**src/rtl/tdc_pkg.sv**
```systemverilog
package tdc_pkg;
  localparam int TDC_CNT_W  = 13;
  localparam int TDC_PRESET = 3;
  localparam int TDC_SYNC   = 2;
endpackage

```
**src/rtl/tdc_hit_sync.sv**
```systemverilog
module tdc_hit_sync #(
  parameter int STAGES = 2
) (
  input  logic clk,
  input  logic rst,
  input  logic hit_async,
  output logic level,
  output logic rise,
  output logic fall
);
  logic [STAGES-1:0] chain;
  logic              last;

  generate
    if (STAGES == 1) begin : g_one
      always_ff @(posedge clk) begin
        if (rst) chain <= '0;
        else     chain <= hit_async;
      end
    end else begin : g_many
      always_ff @(posedge clk) begin
        if (rst) chain <= '0;
        else     chain <= {chain[STAGES-2:0], hit_async};
      end
    end
  endgenerate

  always_ff @(posedge clk) begin
    if (rst) last <= 1'b0;
    else     last <= level;
  end

  assign level = chain[STAGES-1];
  assign rise  = level & ~last;
  assign fall  = ~level & last;
endmodule

```
**src/rtl/tdc_width_counter.sv**
```systemverilog
module tdc_width_counter #(
  parameter int CNT_W  = 13,
  parameter int PRESET = 3
) (
  input  logic             clk,
  input  logic             rst,
  input  logic             start,
  input  logic             run,
  output logic [CNT_W-1:0] count,
  output logic             sat
);
  localparam logic [CNT_W-1:0] FULL  = {CNT_W{1'b1}};
  localparam logic [CNT_W-1:0] FIRST = CNT_W'(PRESET + 1);

  always_ff @(posedge clk) begin
    if (rst) begin
      count <= '0;
      sat   <= 1'b0;
    end else if (start) begin
      count <= FIRST;
      sat   <= 1'b0;
    end else if (run) begin
      if (count == FULL) sat   <= 1'b1;
      else               count <= count + 1'b1;
    end
  end
endmodule

```
**src/rtl/tdc_result_reg.sv**
```systemverilog
module tdc_result_reg #(
  parameter int CNT_W  = 13,
  parameter int PRESET = 3
) (
  input  logic             clk,
  input  logic             rst,
  input  logic             capture,
  input  logic [CNT_W-1:0] count,
  input  logic             sat,
  output logic [CNT_W-1:0] result,
  output logic             done,
  output logic             overflow,
  output logic             short_pulse
);
  localparam logic [CNT_W-1:0] OFFS  = CNT_W'(PRESET);
  localparam logic [CNT_W-1:0] LIMIT = CNT_W'(2 * PRESET);

  logic is_short;
  assign is_short = (count < LIMIT);

  always_ff @(posedge clk) begin
    if (rst) begin
      result      <= '0;
      done        <= 1'b0;
      overflow    <= 1'b0;
      short_pulse <= 1'b0;
    end else begin
      done <= capture;
      if (capture) begin
        result      <= is_short ? (count - OFFS) : count;
        overflow    <= sat;
        short_pulse <= is_short;
      end
    end
  end
endmodule

```
**src/rtl/pulse_width_tdc.sv**
```systemverilog
module pulse_width_tdc
  import tdc_pkg::*;
#(
  parameter int CNT_W  = TDC_CNT_W,
  parameter int PRESET = TDC_PRESET,
  parameter int SYNC   = TDC_SYNC
) (
  input  logic             clk,
  input  logic             rst,
  input  logic             hit_async,
  output logic [CNT_W-1:0] result,
  output logic             done,
  output logic             overflow,
  output logic             short_pulse
);
  logic             hit_lvl, hit_rise, hit_fall;
  logic [CNT_W-1:0] cnt;
  logic             cnt_sat;

  tdc_hit_sync #(.STAGES(SYNC)) u_sync (
    .clk(clk), .rst(rst), .hit_async(hit_async),
    .level(hit_lvl), .rise(hit_rise), .fall(hit_fall)
  );

  tdc_width_counter #(.CNT_W(CNT_W), .PRESET(PRESET)) u_cnt (
    .clk(clk), .rst(rst), .start(hit_rise), .run(hit_lvl),
    .count(cnt), .sat(cnt_sat)
  );

  tdc_result_reg #(.CNT_W(CNT_W), .PRESET(PRESET)) u_res (
    .clk(clk), .rst(rst), .capture(hit_fall), .count(cnt), .sat(cnt_sat),
    .result(result), .done(done), .overflow(overflow), .short_pulse(short_pulse)
  );
endmodule

```
**config.mk**
```make
export PLATFORM = sky130hd
export DESIGN_NAME = pulse_width_tdc
export DESIGN_NICKNAME = d
export VERILOG_FILES = /design/src/rtl/tdc_pkg.sv /design/src/rtl/tdc_hit_sync.sv /design/src/rtl/tdc_width_counter.sv /design/src/rtl/tdc_result_reg.sv /design/src/rtl/pulse_width_tdc.sv
export SDC_FILE = /design/constraint.sdc
export NUM_CORES = 1
export LEC_CHECK = 0
export BUFFER_PORTS_ARGS = -buffer_cell sky130_fd_sc_hd__buf_4
export CORE_AREA = 10 10 56 69
export CTS_CLUSTER_DIAMETER = 120
export DETAILED_ROUTE_END_ITERATION = 10
export DIE_AREA = 0 0 66 79
export PLACE_DENSITY = 0.84
export SYNTH_ARGS = -nofsm -noshare
export SYNTH_HDL_FRONTEND = slang
export SYNTH_SLANG_ARGS = --single-unit
```
**constraint.sdc**
```tcl
create_clock -name clk -period 2.6 [get_ports clk]
set_input_delay 0.52 -clock clk [delete_from_list [all_inputs] [get_ports clk]]
set_output_delay 0.52 -clock clk [all_outputs]
set_load 0.01 [all_outputs]
```
# Yosys cells after proc, flatten, opt, wreduce, memory -nomap -nowiden
# Index checks and enable logic that the tools add are counted.
word_totals:
  input_bits: 3
  out_inout_bits: 16
  register_bits: 33
  elab_cells: 28
op_classes:
  bitwise: 5
  reduce_logical: 5
  eq_ne: 2
  magnitude_cmp: 1
  muxes: 4
  n_addsub: 2
ops:
  columns: ["operator", "count"]
  rows:
  - ["adder 13 x 1 -> 13 bit, second input constant", 1]
  - ["== test 13 bit, second input constant", 1]
  - ["less-than comparator 13 x 3 -> 1 bit, second input constant", 1]
  - ["two-way mux 13 bit", 1]
  - ["subtractor 13 x 2 -> 13 bit, second input constant", 1]
  - ["two-way mux 3 bit", 3]
  - ["AND reduction 2 bit", 3]
  - ["inverter 1 bit", 3]
  - ["bitwise AND 1 bit", 2]
  - ["!= test 2 bit, second input constant", 1]
  - ["nonzero test 2 bit", 1]
  - ["OR reduction 2 bit", 1]

# Longest topological paths before layout
# Gate-level depths: netlist of the first run.
depth:
  word_depth: 4
  ltp_mapped: 6
  ltp_nobuf: 5

# Cells and area by module
# A second synthesis of the first run with hierarchy kept.
hier_totals:
  cells_unflattened: 169
  hier_area_um2: 1524.0
modules_own_cells:
  columns: ["mod", "instances", "area_each_um2", "seq_area_each_um2", "cells_each"]
  rows:
  - ["tdc_result_reg", 1, 740.7, 320.3, 81]
  - ["tdc_width_counter", 1, 691.9, 280.3, 80]
  - ["tdc_hit_sync", 1, 91.3, 60.1, 8]

# Least setup slack after synthesis of the first run
# OpenSTA, ideal clock, no wires.
synth_timing:
  path_type: "reg-to-reg"
  startpoint: "register u_cnt.count[0]"
  endpoint: "register u_cnt.count[6]"
  arrival_ns: 1.622
  required_ns: 2.485
  slack_ns: 0.864
  path_buffers: 1
  synth_period_minus_slack_ns: 1.736
  stages_incl_launch_ff: 7
  setup_ns: 0.115
  path_cell_list: "dfxtp_1 -> ha_1 -> nand4_1 -> nor4_1 -> buf_4 -> nor4_1 -> o21a_1"
synth_between:
  elab_chain_cells: 3
  elab_cells_between_ends: 4
  cone_classes: "add/sub (1); eq/ne (1); bitwise (1); reduce/logical (1)"
synth_lines:
  columns: ["item", "line_no", "text"]
  rows:
  - ["start, declared", "tdc_width_counter.sv:9", "output logic [CNT_W-1:0] count,"]
  - ["start signal, assigned", "tdc_width_counter.sv:24", "else count <= count + 1'b1;"]
  - ["parallel branches: the longest is 3 deep, another holds adder 13 x 1 -> 13 bit", null, null]
# Several ways; the timed one is not identified.
# A chain may end at the register's enable or synchronous reset.

# Worst setup path in the final report of the first run
layout_timing:
  startpoint: "register u_cnt.count[1]"
  endpoint: "register u_cnt.count[0]"
layout_between:
  elab_chain_cells: 3
layout_lines:
  columns: ["item", "line_no", "text"]
  rows:
  - ["== test 13 bit", "tdc_width_counter.sv:23", "if (count == FULL) sat <= 1'b1;"]
  - ["inverter 1 bit (no source line)", null, null]
  - ["AND reduction 2 bit (no source line)", null, null]
# Every way passes these cells.

==> impl_metrics.py, run 1 <==
metrics = {
    "outcome": {
        "status": "complete, no violations",
    },
    "layout": {
        "stdcell_area_sq_um": 1650,
        "mostFrequentLayoutCell": "dfxtp_1",
        "syn2layout_area_growth_pct": 13.4,
        "drive_gt1_share_pct": 17.6,
        "diodes": 0,
        "layout_common_cells": "33 x dfxtp_1, 30 x nor2_1, 21 x buf_4",
        "final_cells": 222,
        "layout.nets": 192,
    },
    "synthesis": {
        "synth-edff-count": 0,
        "seq_area_frac_synth_pct": 45.4,
        "synth_xor_area_share_pct": 1.81,
        "ys_warn_count": 0,
        "syn-cell-area_sq_um": 1460,
        "ys_ff_latch": 33,
        "synth_fa_ha_area_share_pct": 0.860,
        "synth-simple-area-share_pct": 30.1,
        "ys_types": 39,
        "synth_compound_area_share_pct": 16.3,
        "synth_nets": 173,
        "synth_top_family_by_area": "simple AND/OR/NAND/NOR gates",
        "syn_avg_cell_area_sq_um": 8.61,
        "async_reset_ff_share_pct": 0,
        "syn-instance-count": 169,
        "synth_mux_area_share_pct": 1.38,
        "synth_ff_type": "dfxtp_1",
    },
    "setup_path": {
        "r2r-end": "u_cnt.count[0]",
        "worst_ep_required_time_ns": 2.83,
        "reg2reg_from": "u_cnt.count[1]",
        "cp-start-kind": "flip-flop",
        "crit_fanout": 8,
        "regToRegSetupSlack_ns": 0.58,
        "critPathArrivalTime_ns": 2.25,
        "path_class": "flip-flop to flip-flop",
        "ff2ff_path_depth": 5,
        "cp-end-kind": "flip-flop",
    },
    "sta": {
        "max_freq_ghz": 0.495,
        "setup_viol": 0,
        "fin_crit_ns": 2.02,
        "finClkSkew_ns": 0.00377,
        "finalSetupTns_ns": 0,
        "hold_violations": 0,
        "tightest_slew_ns": 0.619,
        "finalCritPeriodShare_pct": 77.7,
        "slew_viol_final": 0,
        "slew_headroom_pct": 58.2,
        "grt_setup_unrepaired": "no",
        "fin_ws_ns": 0.579,
    },
    "drt": {
        "wl_per_cell_um": 15.1,
        "drt_iter0_drc": 96,
        "drc": 0,
        "routed_via_density": 6.04,
        "routed_wl_um": 3340,
        "ant_nets": 0,
        "drt_first_pass_iters": 5,
        "vias": 1340,
    },
    "clock_tree": {
        "clk-insertion-delay-late_ns": 0.33,
        "cts_sinks": 33,
        "cts_resized": 0,
        "cts_buffer_depth": 2,
        "post_cts_buffers": 0,
        "cts_tree": "done",
        "clkSlewWorstSetupHoldPaths_ns": 0.09,
        "cts_buffers": 5,
        "ctsRootBufferMaster": "clkbuf_4",
        "h-tree-depth": 2,
        "postCtsHoldBufs": 0,
    },
    "grt": {
        "grt_pass1_vias": 1262,
        "grt_use_total_pct": 13.8,
        "grt_pass1_wl_um": 5710,
        "antenna_found_initial": 0,
        "globalRouteOverflowTotal": 0,
        "grt_max_degree": 24,
    },
    "placed_design": {
        "place_inst": 215,
        "pre_cts_slack_ns": 0.633,
        "dpl.hpwl_um": 2480,
        "io_buffers": 18,
        "gp_congestion": 0.889,
        "placed_cell_area_sq_um": 1600,
    },
    "worst_hold_path": {
        "hold_start": "hit_async",
        "hold_path_depth": 2,
        "hp-class": "input port to flip-flop",
        "holdPathEnd": "u_sync.chain[0]",
    },
    "pwr": {
        "peakVddDrop_mv": 0.300,
        "p_leak_uw": 0.000622,
        "p_per_area_nw_per_um2": 530,
    },
    "floorplan": {
        "io_pins": 19,
        "design.core.area_sq_um": 2600,
        "dieHeight_um": 79,
        "start_util_pct": 55.9,
        "dieArea_sq_um": 5210,
        "die_x_um": 66,
        "num_rows": 21,
    },
    "job": {
        "cap_viol_max_count": 0,
    },
}
-- layout make-up --
class | count | area, sq um
Clock buffer | 7 | 55.1
Multi-Input combinational cell | 127 | 734
Fill cell | 219 | 951
Tap cell | 34 | 42.5
Sequential cell | 33 | 661
Timing Repair Buffer | 21 | 158
-- worst max-delay path, cell delays in order (launching register included) --
cell and delay (ns):
dfxtp_1 0.46, ha_1 0.35, nand4_1 0.23, o41ai_1 0.64, xor2_1 0.19, nor2_1 0.05
-- synthesized netlist by cell type (all sizes together), types with 4 or more instances --
cell	n	share of area (%)
dfxtp	33	45
nor2	30	7.7
nand2	13	3.4
a211oi	8	4.1
a21oi	7	2.4
o21ai	7	2.4
or3	7	3.1
nand3	6	3.3
o21a	6	3.1
buf	5	3.1
nand4	5	2.1
nor2b	5	2.1
nor4	5	2.1
clkbuf	4	1.0
nor3	4	1.4
-- state kept, by name (all words and copies together) (netlist names) --
name and flops:
u_cnt.count 13, u_res.result 13, u_sync.chain 2, u_cnt.sat 1, u_res.done 1, u_res.overflow 1, u_res.short_pulse 1, u_sync.last 1
-- cells by family (layout without fill, tap and decap cells) --
| group | count (synthesis) | after routing |
|---|---|---|
| DFF | 33 | 33 |
| AOI/OAI and AO/OA | 36 | 36 |
| adders and majority gates | 1 | 1 |
| xor gates and xnor gates | 3 | 3 |
| and+or+nand+nor | 85 | 85 |
| buffers and inverters | 9 | 28 |
| muxes | 2 | 2 |
-- metrics by stage --
step           util [%]  power (uW)  hold slack, ns
6_report           63.4         875           0.407
5_1_grt            63.4         913           0.420
4_1_cts            63.4         883           0.403
3_5_place_dp       61.3         597           0.436
3_3_place_gp       61.3         594           0.418
2_1_floorplan         -         578           0.414
-- routing by layer --
| metal | up-vias | global-route usage (%) | share of wire, % |
|---|---|---|---|
| li1 | 646 | - | - |
| met1 | 621 | 14.5 | 39 |
| met2 | 58 | 22.0 | 48 |
| met3 | 15 | 6.18 | 8.6 |
| met4 | 0 | 8.61 | 4.4 |
| met5 | - | 0 | 0 |
-- power by group --
group / switching, uW / internal [uW]
Clock: 163 / 127
Combinational: 31.9 / 25.7
Sequential: 10.9 / 516
Total: 205 / 670
-- worst max-delay path by stage --
stage	from	end	slack, ns	cells past startpoint
after floorplan	u_cnt.count[0]	u_cnt.count[6]	0.86	6
after global placement	u_cnt.count[0]	u_cnt.count[0]	0.74	5
after detailed placement	u_cnt.count[0]	u_cnt.count[0]	0.63	5
after CTS	u_cnt.count[0]	u_cnt.count[0]	0.61	5
after global routing	u_cnt.count[0]	u_cnt.count[3]	0.47	6
final	u_cnt.count[1]	u_cnt.count[0]	0.58	5
No activity file was read; power rests on OpenSTA's default activity.
==> run 2: changes to the inputs <==
--- a/config.mk
+++ b/config.mk
@@ -6,11 +6,11 @@
 export NUM_CORES = 1
 export LEC_CHECK = 0
 export BUFFER_PORTS_ARGS = -buffer_cell sky130_fd_sc_hd__buf_4
-export CORE_AREA = 10 10 56 69
+export CORE_AREA = 10 10 58 71
 export CTS_CLUSTER_DIAMETER = 120
 export DETAILED_ROUTE_END_ITERATION = 10
-export DIE_AREA = 0 0 66 79
-export PLACE_DENSITY = 0.84
+export DIE_AREA = 0 0 68 81
+export PLACE_DENSITY = 0.79
 export SYNTH_ARGS = -nofsm -noshare
 export SYNTH_HDL_FRONTEND = slang
 export SYNTH_SLANG_ARGS = --single-unit
==> constraint.sdc (replaced) <==
create_clock -name clk -period 2 [get_ports clk]
set_input_delay 0.4 -clock clk [delete_from_list [all_inputs] [get_ports clk]]
set_output_delay 0.4 -clock clk [all_outputs]
set_load 0.01 [all_outputs]
==> run 2 against run 1 <==
Compared with the run above: sequential power grew 30%; power grew 46%; clock skew is 0.0033 ns higher; clock power increased by 77%; flip-flop and latch count stayed put; design area is 4.3% higher; register-to-register slack got worse by 0.54 ns; core utilization is 3.3 points lower; hold slack worse by 0.14 ns; critical path type unchanged; critical endpoint is now u_cnt.count[6]; largest power group unchanged.
==> impl_metrics.py, run 2 (synthesis gave the netlist of run 1 again) <==
metrics = {
    "grt": {
        "grt_use_total_pct": 13.6,
        "grt_pass1_wl_um": 5840,
        "antenna_found_initial": 0,
        "globalRouteOverflowTotal": 0,
        "grt_max_degree": 24,
        "grt_pass1_vias": 1277,
    },
    "sta": {
        "finClkSkew_ns": 0.00709,
        "setup_viol": 0,
        "fin_crit_ns": 1.96,
        "finalCritPeriodShare_pct": 98.0,
        "max_freq_ghz": 0.510,
        "slew_headroom_pct": 64.1,
        "fin_hold_ws_ns": 0.271,
        "slew_viol_final": 0,
        "hold_violations": 0,
        "tightest_slew_ns": 0.534,
    },
    "drt": {
        "wl_per_cell_um": 15.3,
        "routed_via_density": 5.80,
        "drt_first_pass_iters": 6,
        "drt_iter0_drc": 65,
        "drc": 0,
        "vias": 1323,
        "ant_nets": 0,
        "routed_wl_um": 3480,
    },
    "clock_tree": {
        "post_cts_buffers": 0,
        "h-tree-depth": 2,
        "postCtsHoldBufs": 0,
        "cts_tree": "done",
        "ctsRootBufferMaster": "clkbuf_4",
        "cts_resized": 0,
        "clk-insertion-delay-late_ns": 0.33,
        "cts_buffer_depth": 2,
        "cts_sinks": 33,
        "cts_buffers": 5,
        "clkSlewWorstSetupHoldPaths_ns": 0.10,
    },
    "setup_path": {
        "max_stage_delay_ns": 0.45,
        "crit_family": "simple AND/OR/NAND/NOR gates",
        "worst_ep_required_time_ns": 2.23,
        "cp-end-kind": "flip-flop",
        "critical_path_buf_inv_count": 1,
        "crit_fanout": 8,
        "path_class": "flip-flop to flip-flop",
        "critPathArrivalTime_ns": 2.19,
        "cp-start-kind": "flip-flop",
        "slowest_stage": "dfxtp_1",
        "path_cells": "ha_2, nand4_1, nor4_2, buf_4, nor4_1, o21a_1",
    },
    "floorplan": {
        "start_util_pct": 50.8,
        "dieArea_sq_um": 5510,
        "die_x_um": 68,
        "io_pins": 19,
        "design.core.area_sq_um": 2860,
        "num_rows": 22,
        "dieHeight_um": 81,
    },
    "pwr": {
        "peakVddDrop_mv": 0.578,
        "p_total_uw": 1280,
        "p_leak_uw": 0.000648,
        "p_per_area_nw_per_um2": 742,
    },
    "layout": {
        "fin_util_pct": 60.1,
        "largestRegisters": "u_cnt.count x13, u_res.result x13, u_sync.chain x2",
        "layout.nets": 195,
        "mostFrequentLayoutCell": "dfxtp_1",
        "fillerInstances": 266,
        "diodes": 0,
        "drive_gt1_share_pct": 20.8,
        "layout_common_cells": "33 x dfxtp_1, 30 x nor2_1, 24 x buf_4",
        "multi_input_area_sq_um": 751,
        "regArea_sq_um": 661,
        "syn2layout_area_growth_pct": 18.3,
    },
    "job": {
        "cap_viol_max_count": 0,
    },
    "outcome": {
        "status": "complete, no violations",
    },
    "worst_hold_path": {
        "hp-class": "input port to flip-flop",
    },
    "placed_design": {
        "gp_congestion": 0.894,
        "dpl.hpwl_um": 2610,
        "io_buffers": 18,
    },
}
==> run 2: power breakdown <==
group | switching (uW) | total [uW] | leakage, uW | internal [uW]
clock network | 216 | 514 | 0.0000455 | 298
registers | 12.8 | 684 | 0.000267 | 671
logic | 43.7 | 79.9 | 0.000335 | 36.2
total | 272 | 1280 | 0.000648 | 1010
==> run 2: worst reg2reg max path, stage by stage, from the launching register on <==
cell	delay [ns]
dfxtp_1	0.45
ha_2	0.30
nand4_1	0.26
nor4_2	0.40
buf_4	0.22
nor4_1	0.06
o21a_1	0.17
==> run 2: metal layers <==
metal	track usage, %	wire (um)	up-vias
li1	-	-	648
met1	13.9	1330	616
met2	24.1	1780	45
met3	5.65	274	14
met4	4.84	87	0
met5	0	0	-
==> run 2: cell type report <==
cell class | count | share of cell area (%)
Sequential cell | 33 | 38.4
Multi-Input combinational cell | 127 | 43.6
Clock buffer | 7 | 3.20
Tap cell | 36 | 2.62
Clock inverter | 1 | 1.74
Timing Repair Buffer | 24 | 10.5
==> run 2: per-stage QoR <==
step / setup TNS [ns] / instances / setup slack, ns / instance area (sq um)
floorplan: 0 / 169 / 0.264 / 1460
global placement: 0 / 220 / 0.194 / 1620
detailed placement: 0 / 220 / 0.0500 / 1620
CTS: 0 / 228 / 0.0134 / 1710
global route: -0.327 / 228 / -0.0852 / 1720
finish: 0 / 228 / 0.0400 / 1720
==> run 2: path summary, 6_finish.rpt <==
check                        from         endpoint  slack [ns]  depth (start not counted)
hold reg to reg   u_sync.chain[0]  u_sync.chain[1]        0.45                          1
hold / removal          hit_async  u_sync.chain[0]        0.27                          2
setup / recovery   u_cnt.count[0]   u_cnt.count[6]        0.04                          6
setup reg to reg   u_cnt.count[0]   u_cnt.count[6]        0.04                          6
==> run 3: changes to the inputs <==
--- a/config.mk
+++ b/config.mk
@@ -11,6 +11,7 @@
 export DETAILED_ROUTE_END_ITERATION = 10
 export DIE_AREA = 0 0 68 81
 export PLACE_DENSITY = 0.79
+export REMOVE_ABC_BUFFERS = 1
 export SYNTH_ARGS = -nofsm -noshare
 export SYNTH_HDL_FRONTEND = slang
 export SYNTH_SLANG_ARGS = --single-unit
==> run 3 against run 2 <==
Compared with the run above: flip-flop and latch count stayed put; design area is 1.2% higher; critical path type unchanged; fmax grew 6.8%; final cell count up 1.3%; power barely moved; core utilization up 0.70 points.
==> impl_metrics.py, run 3 (synthesis gave the netlist of run 1 again) <==
metrics = {
    "outcome": {
        "status": "complete, no violations",
    },
    "layout": {
        "diodes": 0,
        "drive_gt1_share_pct": 21.5,
        "mostFrequentLayoutCell": "dfxtp_1",
        "final_cells": 231,
        "regArea_sq_um": 661,
        "syn2layout_area_growth_pct": 19.7,
        "layout_common_cells": "33 x dfxtp_1, 30 x nor2_1, 27 x buf_4",
        "layout.nets": 198,
        "multi_input_area_sq_um": 748,
        "largestRegisters": "u_cnt.count x13, u_res.result x13, u_sync.chain x2",
        "fillerInstances": 258,
    },
    "placed_design": {
        "gp_congestion": 0.911,
        "place_inst": 223,
        "io_buffers": 18,
        "dpl.hpwl_um": 2520,
    },
    "setup_path": {
        "critPathArrivalTime_ns": 2.07,
        "slowest_stage": "dfxtp_1",
        "path_common_cell": "nor4_1",
        "ff2ff_path_depth": 6,
        "crit_fanout": 12,
        "r2r-end": "u_cnt.count[6]",
        "worst_ep_required_time_ns": 2.23,
        "path_class": "flip-flop to flip-flop",
        "cp-end-kind": "flip-flop",
        "regToRegSetupSlack_ns": 0.16,
        "max_stage_delay_ns": 0.35,
        "reg2reg_from": "u_cnt.count[0]",
        "crit_start": "u_cnt.count[0]",
        "path_cells": "ha_1, nand4_1, nor4_1, buf_4, nor4_1, o21a_1",
        "cp-start-kind": "flip-flop",
    },
    "grt": {
        "grt_pass1_vias": 1285,
        "globalRouteOverflowTotal": 0,
        "grt_max_degree": 24,
        "grt_use_total_pct": 13.6,
        "antenna_found_initial": 0,
        "grt_pass1_wl_um": 5860,
    },
    "sta": {
        "slew_headroom_pct": 66.9,
        "hold_violations": 0,
        "fin_hold_ws_ns": 0.285,
        "finClkSkew_ns": 0.0124,
        "fin_crit_ns": 1.84,
        "finalCritPeriodShare_pct": 91.8,
        "slew_viol_final": 0,
        "max_freq_ghz": 0.545,
        "setup_viol": 0,
        "grt_setup_unrepaired": "no",
        "tightest_slew_ns": 0.494,
    },
    "drt": {
        "wl_per_cell_um": 14.5,
        "routed_via_density": 5.86,
        "drt_iter0_drc": 84,
        "ant_nets": 0,
        "drc": 0,
        "vias": 1353,
        "routed_wl_um": 3350,
        "drt_first_pass_iters": 4,
    },
    "clock_tree": {
        "cts_tree": "done",
        "cts_buffers": 5,
        "clk-insertion-delay-late_ns": 0.33,
        "post_cts_buffers": 0,
        "ctsRootBufferMaster": "clkbuf_4",
        "cts_sinks": 33,
        "clkSlewWorstSetupHoldPaths_ns": 0.09,
        "h-tree-depth": 2,
        "postCtsHoldBufs": 0,
        "cts_buffer_depth": 2,
    },
    "worst_hold_path": {
        "hold_path_depth": 2,
        "hold_start": "hit_async",
        "holdPathEnd": "u_sync.chain[0]",
        "hp-class": "input port to flip-flop",
    },
    "floorplan": {
        "dieArea_sq_um": 5510,
        "die_x_um": 68,
        "dieHeight_um": 81,
        "start_util_pct": 50.8,
        "design.core.area_sq_um": 2860,
        "io_pins": 19,
        "num_rows": 22,
    },
    "pwr": {
        "p_leak_uw": 0.000669,
        "p_per_area_nw_per_um2": 735,
        "switchingPower_uw": 272,
        "p_clk_share_pct": 40.1,
        "p_total_uw": 1280,
        "swShare_pct": 21.2,
        "p_seq_share_pct": 53.4,
        "internal_power_uw": 1010,
        "p_comb_share_pct": 6.5,
        "peakVddDrop_mv": 0.806,
    },
    "job": {
        "cap_viol_max_count": 0,
    },
}
run 3: worst max-delay path, delay by kind of cell, from the launching register on:
kind	cells	cell delay, ns
adder cells (fa/ha/maj)	1	0.33
AND/OR/NAND/NOR	3	0.66
AO/OA/AOI/OAI	1	0.17
flip-flops	1	0.35
buffers and inverters	1	0.23
run 3: worst max-delay path by stage:
stage | end | slack (ns) | depth (start not counted)
CTS | u_cnt.count[0] | 0.06 | 5
detailed placement | u_cnt.count[0] | 0.1 | 5
finish | u_cnt.count[6] | 0.16 | 6
global route | u_res.result[11] | 0.06 | 6
global placement | u_cnt.count[0] | 0.17 | 5
floorplan | u_cnt.count[10] | -0.13 | 5
run 3: power groups by stage:
stage	clock network [uW]	registers [uW]	logic [uW]
5_1_grt	561	686	92.3
4_1_cts	524	683	83.5
6_report	513	683	82.9
2_1_floorplan	0	703	36.0
3_3_place_gp	0	697	81.3
3_5_place_dp	0	698	83.3
run 3: what timing repair did:
item | in CTS | in global routing
gates resized for setup | 0 | 2
hold endpoints to repair | 0 | 0
setup endpoints to repair | 0 | 5
run 3: area by class of cell:
class | instances | area share (%)
multi-input cells | 127 | 43.0
clock buffers | 7 | 3.16
repair buffers | 27 | 11.6
flip-flops and latches | 33 | 37.9
clock inverters | 1 | 1.72
well taps | 36 | 2.59
run 3: per-stage QoR:
stage | instance area (sq um) | utilization, % | setup TNS [ns] | setup slack, ns
after floorplan | 1400 | - | -0.786 | -0.133
after global placement | 1640 | 57.4 | 0 | 0.170
after detailed placement | 1640 | 57.4 | 0 | 0.0969
after CTS | 1730 | 60.4 | 0 | 0.0581
after global routing | 1740 | 60.8 | 0 | 0.0628
final | 1740 | 60.8 | 0 | 0.164
run 3: per-layer routing:
metal  up-vias  part of all wire (%)  GRT usage, %
met1       624                    39          14.9
met5         -                     0             0
li1        656                     -             -
met4         0                   3.1          5.85
met3        19                   8.8          4.82
met2        54                    49          23.0
